[config.mk]
export PLATFORM = sky130hd
export DESIGN_NAME = caldac_bank
export DESIGN_NICKNAME = d
export VERILOG_FILES = /design/src/rtl/caldac_pkg.sv /design/src/rtl/caldac_engine.sv /design/src/rtl/caldac_channel.sv /design/src/rtl/caldac_loadctl.sv /design/src/rtl/caldac_bank.sv
export SDC_FILE = /design/constraint.sdc
export NUM_CORES = 1
export LEC_CHECK = 0
export ABC_AREA = 1
export CORE_MARGIN = 2
export CORE_UTILIZATION = 33
export DETAILED_ROUTE_END_ITERATION = 16
export PLACE_DENSITY = 0.6
export SLEW_MARGIN = 25
export SYNTH_ARGS = -nofsm -noshare
export SYNTH_HDL_FRONTEND = slang
export SYNTH_HIERARCHICAL = 1
export SYNTH_SLANG_ARGS = --single-unit
[constraint.sdc]
create_clock -name clk -period 4.8 [get_ports clk]
set_input_delay 0.96 -clock clk [delete_from_list [all_inputs] [get_ports clk]]
set_output_delay 0.96 -clock clk [all_outputs]
set_load 0.1 [all_outputs]
[src/rtl/caldac_pkg.sv]
package caldac_pkg;

   // Register select codes of the write port
   typedef enum logic [2:0] {
      SEL_DATA_A  = 3'd0,
      SEL_DATA_B  = 3'd1,
      SEL_GAIN    = 3'd2,
      SEL_OFFSET  = 3'd3,
      SEL_CLRCODE = 3'd4,
      SEL_CTRL    = 3'd5,
      SEL_TOGGLE  = 3'd6,
      SEL_NONE    = 3'd7
   } wsel_e;

   // Analog option bits, bit 0 = boost
   typedef struct packed {
      logic ref_hi;
      logic ref_en;
      logic boost;
   } ctrl_t;

endpackage

[src/rtl/caldac_engine.sv]
module caldac_engine #(
   parameter int DW  = 14,
   parameter int CHW = 2
) (
   input  logic           clk,
   input  logic           rst_n,
   input  logic           start,
   input  logic [DW-1:0]  x,
   input  logic [DW-1:0]  m,
   input  logic [DW-1:0]  c,
   input  logic [CHW-1:0] ch_in,
   input  logic           slot_in,
   output logic           busy,
   output logic           done,
   output logic [DW-1:0]  result,
   output logic [CHW-1:0] done_ch,
   output logic           done_slot
);
   localparam int MW = DW + 1;             // multiplier (m+1) width
   localparam int CW = $clog2(MW + 1);
   localparam int SW = DW + 2;             // signed sum width
   localparam logic [CW-1:0] LAST   = CW'(MW);
   localparam logic [CW-1:0] NSHIFT = CW'(DW);
   localparam logic [SW-1:0] HALF   = SW'(1) << (DW - 1);

   logic           busy_q;
   logic [CW-1:0]  cnt_q;
   logic [DW:0]    acc_q;
   logic [DW-1:0]  x_q;
   logic [MW-1:0]  mplier_q;
   logic [DW-1:0]  c_q;
   logic [CHW-1:0] ch_q;
   logic           slot_q;

   logic [DW:0]    sum;
   logic signed [SW-1:0] s_w;

   // shift-right accumulation keeps the running product already divided by 2^k
   assign sum = acc_q + (mplier_q[0] ? {1'b0, x_q} : '0);

   always_ff @(posedge clk or negedge rst_n) begin
      if (!rst_n) begin
         busy_q   <= 1'b0;
         cnt_q    <= '0;
         acc_q    <= '0;
         x_q      <= '0;
         mplier_q <= '0;
         c_q      <= '0;
         ch_q     <= '0;
         slot_q   <= 1'b0;
      end else if (!busy_q) begin
         if (start) begin
            busy_q   <= 1'b1;
            cnt_q    <= '0;
            acc_q    <= '0;
            x_q      <= x;
            mplier_q <= {1'b0, m} + MW'(1);
            c_q      <= c;
            ch_q     <= ch_in;
            slot_q   <= slot_in;
         end
      end else if (cnt_q == LAST) begin
         busy_q <= 1'b0;
      end else begin
         acc_q    <= (cnt_q < NSHIFT) ? (sum >> 1) : sum;
         mplier_q <= mplier_q >> 1;
         cnt_q    <= cnt_q + CW'(1);
      end
   end

   assign s_w = $signed({2'b00, acc_q[DW-1:0]}) + $signed({2'b00, c_q}) - $signed(HALF);

   always_comb begin
      if (s_w[SW-1])
         result = '0;
      else if (s_w[DW])
         result = '1;
      else
         result = s_w[DW-1:0];
   end

   assign busy      = busy_q;
   assign done      = busy_q && (cnt_q == LAST);
   assign done_ch   = ch_q;
   assign done_slot = slot_q;

endmodule

[src/rtl/caldac_channel.sv]
module caldac_channel #(
   parameter int DW = 14
) (
   input  logic          clk,
   input  logic          rst_n,
   input  logic          gain_we,
   input  logic          offs_we,
   input  logic          tog_we,
   input  logic [DW-1:0] wdata,
   input  logic          stage_we,
   input  logic          stage_slot,
   input  logic [DW-1:0] stage_val,
   input  logic          xfer,
   input  logic          clr,
   input  logic [DW-1:0] clr_code,
   output logic [DW-1:0] gain,
   output logic [DW-1:0] offs,
   output logic [DW-1:0] dac
);
   localparam logic [DW-1:0] OFFS_RST = DW'(1) << (DW - 1);

   logic [DW-1:0] gain_q, offs_q, sa_q, sb_q, dac_q;
   logic          tog_q, ph_q;

   always_ff @(posedge clk or negedge rst_n) begin
      if (!rst_n) begin
         gain_q <= '1;
         offs_q <= OFFS_RST;
      end else begin
         if (gain_we) gain_q <= wdata;
         if (offs_we) offs_q <= wdata;
      end
   end

   always_ff @(posedge clk or negedge rst_n) begin
      if (!rst_n) begin
         sa_q <= '0;
         sb_q <= '0;
      end else if (stage_we) begin
         if (stage_slot) sb_q <= stage_val;
         else            sa_q <= stage_val;
      end
   end

   always_ff @(posedge clk or negedge rst_n) begin
      if (!rst_n) begin
         dac_q <= '0;
         tog_q <= 1'b0;
         ph_q  <= 1'b0;
      end else begin
         if (tog_we) begin
            tog_q <= wdata[0];
            ph_q  <= 1'b0;
         end
         if (clr) begin
            dac_q <= clr_code;
         end else if (xfer) begin
            if (tog_q) begin
               dac_q <= ph_q ? sb_q : sa_q;
               if (!tog_we) ph_q <= ~ph_q;
            end else begin
               dac_q <= sa_q;
            end
         end
      end
   end

   assign gain = gain_q;
   assign offs = offs_q;
   assign dac  = dac_q;

endmodule

[src/rtl/caldac_loadctl.sv]
module caldac_loadctl (
   input  logic clk,
   input  logic rst_n,
   input  logic load,
   input  logic clr,
   input  logic busy,
   output logic xfer,
   output logic pend
);
   logic pend_q;

   assign xfer = !clr && !busy && (load || pend_q);

   always_ff @(posedge clk or negedge rst_n) begin
      if (!rst_n)
         pend_q <= 1'b0;
      else if (clr || xfer)
         pend_q <= 1'b0;
      else if (load && busy)
         pend_q <= 1'b1;
   end

   assign pend = pend_q;

endmodule

[src/rtl/caldac_bank.sv]
module caldac_bank
   import caldac_pkg::*;
#(
   parameter int NCH = 4,
   parameter int DW  = 14,
   parameter int CHW = (NCH > 1) ? $clog2(NCH) : 1
) (
   input  logic              clk,
   input  logic              rst_n,
   input  logic              wr_en,
   input  logic [2:0]        wr_sel,
   input  logic [CHW-1:0]    wr_ch,
   input  logic [DW-1:0]     wr_data,
   input  logic              load,
   input  logic              clr,
   output logic              busy,
   output logic [NCH*DW-1:0] dac_codes,
   output logic              boost_en,
   output logic              ref_en,
   output logic              ref_hi
);
   // elaboration checks
   if (NCH < 1) begin : g_bad_nch
      $error("caldac_bank: NCH must be at least 1");
   end
   if (DW < 4 || DW > 24) begin : g_bad_dw
      $error("caldac_bank: DW must lie in 4..24");
   end
   if ((1 << CHW) < NCH) begin : g_bad_chw
      $error("caldac_bank: CHW too narrow for NCH");
   end

   wsel_e          sel;
   logic           ch_ok;
   logic           data_wr;
   logic           start;
   logic           done;
   logic [DW-1:0]  result;
   logic [CHW-1:0] done_ch;
   logic           done_slot;
   logic           xfer;
   logic           pend;
   logic [DW-1:0]  clr_code_q;
   ctrl_t          ctrl_q;

   logic [DW-1:0]  gain_arr [NCH];
   logic [DW-1:0]  offs_arr [NCH];
   logic [DW-1:0]  dac_arr  [NCH];

   assign sel     = wsel_e'(wr_sel);
   assign ch_ok   = ({1'b0, wr_ch} < (CHW+1)'(NCH));
   assign data_wr = wr_en && ch_ok && (sel == SEL_DATA_A || sel == SEL_DATA_B);
   assign start   = data_wr && !busy;

   caldac_engine #(.DW(DW), .CHW(CHW)) u_eng (
      .clk       (clk),
      .rst_n     (rst_n),
      .start     (start),
      .x         (wr_data),
      .m         (gain_arr[wr_ch]),
      .c         (offs_arr[wr_ch]),
      .ch_in     (wr_ch),
      .slot_in   (sel == SEL_DATA_B),
      .busy      (busy),
      .done      (done),
      .result    (result),
      .done_ch   (done_ch),
      .done_slot (done_slot)
   );

   caldac_loadctl u_ldc (
      .clk   (clk),
      .rst_n (rst_n),
      .load  (load),
      .clr   (clr),
      .busy  (busy),
      .xfer  (xfer),
      .pend  (pend)
   );

   always_ff @(posedge clk or negedge rst_n) begin
      if (!rst_n) begin
         clr_code_q <= '0;
         ctrl_q     <= '0;
      end else if (wr_en) begin
         if (sel == SEL_CLRCODE) clr_code_q <= wr_data;
         if (sel == SEL_CTRL)    ctrl_q     <= ctrl_t'(wr_data[2:0]);
      end
   end

   for (genvar k = 0; k < NCH; k++) begin : g_ch
      logic hit;
      assign hit = wr_en && (wr_ch == CHW'(k));

      caldac_channel #(.DW(DW)) u_ch (
         .clk        (clk),
         .rst_n      (rst_n),
         .gain_we    (hit && sel == SEL_GAIN),
         .offs_we    (hit && sel == SEL_OFFSET),
         .tog_we     (hit && sel == SEL_TOGGLE),
         .wdata      (wr_data),
         .stage_we   (done && done_ch == CHW'(k)),
         .stage_slot (done_slot),
         .stage_val  (result),
         .xfer       (xfer),
         .clr        (clr),
         .clr_code   (clr_code_q),
         .gain       (gain_arr[k]),
         .offs       (offs_arr[k]),
         .dac        (dac_arr[k])
      );

      assign dac_codes[k*DW +: DW] = dac_arr[k];
   end

   assign boost_en = ctrl_q.boost;
   assign ref_en   = ctrl_q.ref_en;
   assign ref_hi   = ctrl_q.ref_hi;

endmodule

==> flow_metrics.tcl, run 1 <==
set metrics [dict create \
    run_status "finished, final reports clean" \
    fin_crit_ns 3.242 \
    drv_cap 0 \
    fin_cells 3396 \
    yosys.area.top_type "dfrtp_1" \
    p_leak_nw 11.53 \
    report.power.total_mw 13.64 \
    fin_util 0.3790 \
    async_flop_share 1.000 \
    grt_setup_unrepaired "false" \
    netlist_instances 2557 \
    die_w_um 249.1 \
    final_max_slew_viol_count 0 \
    drt_iter0_markers 1240 \
    drtPass1Iterations 5 \
    dieHeight_um 249.1 \
    start_util 0.3346 \
    place_ws_ns 1.374 \
    met1Wirelength_um 27090 \
    place_area_mm2 0.02114 \
    cp-start-kind "flop" \
    clock-skew-final_ns 0.02566 \
    hold_viol 0 \
    antennaDiodeCount 0 \
    post-route-period-util 0.6755 \
    drcViolationCount 0 \
    syn_area_per_cell_um2 7.753 \
    fmax_mhz 308.4 \
    placed_cells 3324 \
    core_region_area_mm2 0.05924 \
    ys_warn_count 6 \
    cts_sinks 372 \
    synth_edf_count 0 \
    ctsResizeCount 0 \
    grt_use_total 0.1734 \
    cp_data_required_time_ns 5.24 \
    syn_nets 2626 \
    reg2regPathDepth 13 \
    yosysTopAreaCellShare 0.3938 \
    ys_top_cells_by_area "dfrtp_1 39%, nand2_1 18%, dfstp_2 8.0%" \
    yosysSeqAreaShare 0.4733 \
    highest_layer "met4" \
    ys_ff_latch 372 \
    critical_path_class "reg -> reg" \
    worst_ir_drop_vdd_uv 359.2 \
    hold_class "in -> async" \
    cts_setup_buffers 0 \
    syn_to_final_growth_pct 13.25 \
    setup_tns_ns 0 \
    cts_hold_buf 0 \
    power_density_mw_per_mm2 607.3 \
    whs_ns 0.3845 \
    max-slew-margin-rel 0.3091 \
    netlist-cell-type-count 41 \
    grt_pass1_wl_um 85940 \
    synth_most_common_cell "nand2_1" \
    via_count 15930 \
    place_congestion 0.8475 \
    synth_area_mm2 0.01983 \
    met3_length_um 2816 \
    cp.arrival_ns 3.69 \
    cts.htree.levels 2 \
    grt_pass1_vias 14810 \
    fillers 6209 \
    num_rows 89 \
    fin_area_mm2 0.02245 \
    drt_wl_total_um 53900 \
    antenna_left 0 \
    synth-main-ff-cell "dfrtp_1" \
    wl_per_cell_um 15.87 \
    finish.net_count 2662 \
    grt_max_degree 94 \
    end_kind "flop" \
    cts_made_buffers 40 \
    cts_root_buffer "clkbuf_16" \
    dpl.hpwl_um 36210 \
    portBuffers 83 \
    cts_tree "built" \
    vias_per_cell 4.689 \
    wl_met2_um 23100 \
    synth.top_cells.by_count "934 x nand2_1, 369 x inv_1, 312 x dfrtp_1" \
    final_layout_size_suffix_gt1_frac 0.08883 \
    worst_pin_slew_ns 1.033 \
    cts.clk_slew.worst_paths_ns 0.06 \
    die-area_mm2 0.06205 \
    cts_buffer_depth 3 \
    worstPathMaxFanout 5 \
    overflow 0 \
    setup_ws_ns 1.558 \
    clk_latency_ns 0.55 \
    io_pins 84 \
    antenna_found_initial 0 \
    setup_viol 0 \
]
## sequential cells by signal (all words and copies together), names as in the netlist, 15 cells and up
register,count
g_ch.u_ch/offs,56
u_eng/acc_q,15
g_ch.u_ch/dac,56
g_ch.u_ch/sa_q,56
u_eng/mplier_q,15
g_ch.u_ch/gain,56
g_ch.u_ch/sb_q,56
## logic make-up after synthesis
kind of cell	synth area share
flops	0.4733
mux	0.01704
simple gates	0.2747
buf+inv	0.1059
xor+xnor	0.005743
fa+ha+maj	0.02916
compound gates	0.09410
## path summary, 6_finish.rpt
path,to,slack [ns],start
worst max-delay path,g_ch[2].u_ch/sb_q[12]$_DFFE_PN0P_,1.56,u_eng/acc_q[1]$_DFFE_PN0P_
worst min-delay path,g_ch[2].u_ch/sb_q[11]$_DFFE_PN0P_,0.38,rst_n
worst max register to register,g_ch[2].u_ch/sb_q[12]$_DFFE_PN0P_,1.56,u_eng/acc_q[1]$_DFFE_PN0P_
worst min register to register,g_ch[3].u_ch/gain[13]$_DFFE_PN1P_,0.47,g_ch[3].u_ch/gain[13]$_DFFE_PN1P_
max in group asynchronous,g_ch[0].u_ch/dac[11]$_DFFE_PN0P_,3.36,rst_n
min in group clk,g_ch[3].u_ch/gain[13]$_DFFE_PN1P_,0.47,g_ch[3].u_ch/gain[13]$_DFFE_PN1P_
## layout make-up
| class | instances | area (um^2) | area share |
|---|---|---|---|
| multi-input combinational | 1694 | 8344 | 0.3716 |
| tap | 773 | 967.2 | 0.04308 |
| clock buffer | 64 | 1242 | 0.05534 |
| sequential | 372 | 9384 | 0.4179 |
| clock inverter | 8 | 75.07 | 0.003344 |
| timing repair buffer | 104 | 1008 | 0.04492 |
| inverter | 381 | 1431 | 0.06375 |
## critical path, cell delays in order, from the launching register on
cell and delay [ns]:
dfrtp_1 0.42, ha_1 0.30, ha_1 0.21, inv_1 0.08, fa_1 0.46, inv_1 0.09
nand3_1 0.08, nand3_2 0.11, nand3_1 0.09, nand3_1 0.15, a21oi_4 0.09, a21oi_1 0.75
inv_1 0.12, o21ai_0 0.19
## per-layer routing
metal / global-route usage / vias to the layer above
met4: 0.03339 / 0
met3: 0.02445 / 60
li1: - / 8046
met5: 0 / -
met1: 0.2659 / 7444
met2: 0.2592 / 375
## report_power, final
group	internal, mW	leakage, nW	switching (mW)
Sequential	3.97	4.60	0.740
Clock	1.83	0.650	1.29
Combinational	1.73	6.28	4.08
Total	7.53	11.5	6.11
## cells in the final DEF, fill, tap and decap left out, drive strengths merged, types with 2 or more instances in the layout
| cell | synthesis | layout |
|---|---|---|
| nand2 | 955 | 955 |
| inv | 378 | 380 |
| dfrtp | 312 | 312 |
| o21ai | 245 | 245 |
| nand3 | 149 | 149 |
| clkdlybuf4s50 | 0 | 80 |
| nor2 | 73 | 73 |
| nand3b | 66 | 66 |
| clkbuf | 13 | 64 |
| dfstp | 60 | 60 |
| a21boi | 56 | 56 |
| ha | 43 | 43 |
| mux2 | 30 | 30 |
| buf | 97 | 24 |
| a21oi | 23 | 23 |
| nand4 | 15 | 15 |
| nor3 | 10 | 10 |
| xor2 | 8 | 8 |
| clkinv | 3 | 7 |
| o211ai | 6 | 6 |
| xnor2 | 5 | 5 |
| a31oi | 2 | 2 |
| fa | 2 | 2 |
Note: power is estimated with default switching activity, not from simulation.
==> inputs of run 2 (changes only) <==
==> constraint.sdc (replaced) <==
create_clock -name clk -period 3.2 [get_ports clk]
set_input_delay 0.64 -clock clk [delete_from_list [all_inputs] [get_ports clk]]
set_output_delay 0.64 -clock clk [all_outputs]
set_load 0.1 [all_outputs]
==> flow_metrics.tcl, run 2 (synthesis gave the netlist of run 1 again) <==
set metrics [dict create \
    run_status "finished, final reports clean" \
    multi_input_area_mm2 0.008344 \
    die_w_um 249.1 \
    ctsResizeCount 0 \
    cts_buffer_depth 3 \
    final_max_slew_viol_count 0 \
    clock-skew-final_ns 0.02152 \
    fillers 6212 \
    io_pins 84 \
    vias_per_cell 4.697 \
    cts_hold_buf 0 \
    seqCellArea_mm2 0.009384 \
    cts_made_buffers 42 \
    overflow 0 \
    cp.arrival_ns 3.36 \
    core_region_area_mm2 0.05924 \
    place_area_mm2 0.02121 \
    cts.htree.levels 2 \
    setup_viol 0 \
    portBuffers 83 \
    drv_cap 0 \
    cp-start-kind "flop" \
    fmax_mhz 344.6 \
    antenna_found_initial 1 \
    final_layout_size_suffix_gt1_frac 0.1222 \
    fin_util 0.3821 \
    start_util 0.3346 \
    grt_setup_unrepaired "false" \
    drt_iter0_markers 1117 \
    p_leak_nw 11.81 \
    grt_max_degree 76 \
    power_density_mw_per_mm2 907.5 \
    setup_tns_ns 0 \
    worstPathMaxFanout 10 \
    hold_class "in -> async" \
    cts_root_buffer "clkbuf_16" \
    fin_crit_ns 2.902 \
    die-area_mm2 0.06205 \
    final_cell_mix "934 x nand2_1, 369 x inv_1, 312 x dfrtp_1" \
    cts.clk_slew.worst_paths_ns 0.06 \
    drcViolationCount 0 \
    num_rows 89 \
    critical_path_class "reg -> reg" \
    place_congestion 0.8555 \
    drtPass1Iterations 5 \
    drt_wl_total_um 54800 \
    worst_ir_drop_vdd_uv 408.1 \
    cts_setup_buffers 0 \
    cts_sinks 372 \
    fin_area_mm2 0.02264 \
    dieHeight_um 249.1 \
    report.power.total_mw 20.55 \
    post-route-period-util 0.9069 \
    worst_pin_slew_ns 0.9283 \
    grt_pass1_vias 15130 \
    finish.net_count 2689 \
    final_common_cell "nand2_1" \
    dpl.hpwl_um 37950 \
    hold_viol 0 \
    wl_per_cell_um 16.00 \
    cp_data_required_time_ns 3.66 \
    cts_tree "built" \
    grt_pass1_wl_um 87710 \
    via_count 16090 \
    end_kind "flop" \
    max-slew-margin-rel 0.3811 \
    antenna_left 0 \
    syn_to_final_growth_pct 14.19 \
    grt_use_total 0.1777 \
    clk_latency_ns 0.57 \
]
run 2: cell count changes in the layout (fill, tap and decap cells not counted), moves of 3 or more:
cell             before  now
buf_12                2    5
buf_4                19  101
clkbuf_1             10    5
clkbuf_16            41   46
clkbuf_8             13    9
clkdlybuf4s50_1      80   20
clkinv_2              5    8
run 2: power breakdown:
part,switching (mW),internal [mW]
sequential,0.821,5.95
combinational,6.16,2.63
clock,2.01,2.97
run 2: area by class of cell:
class,count,area share
antenna,1,0.0001105
multi-input combinational,1694,0.3686
clock inverter,15,0.005858
clock buffer,60,0.05715
sequential,372,0.4145
timing repair buffer,129,0.04786
inverter,381,0.06323
tap,773,0.04272
run 2: metrics by stage:
stage	setup slack, ns	hold WS (ns)	instances
4_1_cts	0.2875	0.07807	3424
6_report	0.2978	0.05571	3425
3_5_place_dp	0.2738	0.4594	3349
5_1_grt	0.07484	0.09289	3424
3_3_place_gp	0.3004	0.4572	3349
2_1_floorplan	0.7175	0.3444	2557
run 2: metal layers:
metal  track usage  vias to the layer above  wire, um
li1              -                     8090         -
met1        0.2580                     7532     26610
met2        0.2741                      396     24110
met3       0.03260                       67      3075
met4       0.04148                        2       993
met5             0                        -        11
run 2: worst paths after layout:
kind / depth (start not counted) / from / end / slack, ns
max: 15 / u_eng/acc_q[1]$_DFFE_PN0P_ / g_ch[2].u_ch/sa_q[4]$_DFFE_PN0P_ / 0.30
min: 1 / rst_n / g_ch[2].u_ch/dac[10]$_DFFE_PN0P_ / 0.06
max reg2reg: 15 / u_eng/acc_q[1]$_DFFE_PN0P_ / g_ch[2].u_ch/sa_q[4]$_DFFE_PN0P_ / 0.30
min reg2reg: 2 / g_ch[1].u_ch/gain[9]$_DFFE_PN1P_ / g_ch[1].u_ch/gain[9]$_DFFE_PN1P_ / 0.47
max in group asynchronous: 2 / rst_n / g_ch[3].u_ch/gain[5]$_DFFE_PN1P_ / 2.25
min in group clk: 4 / clr / u_ldc/pend$_DFFE_PN0P_ / 0.38
run 2: worst max-delay path, cell delays in order, from the launching register on:
cell and delay [ns]:
dfrtp_1 0.41, ha_1 0.30, ha_1 0.21, inv_1 0.08
fa_1 0.45, inv_1 0.09, nand3_1 0.08, nand3_2 0.11
nand3_1 0.10, nand3_1 0.15, a21oi_4 0.09, inv_2 0.16
nand2_1 0.07, inv_1 0.21, inv_1 0.10, o21ai_0 0.19
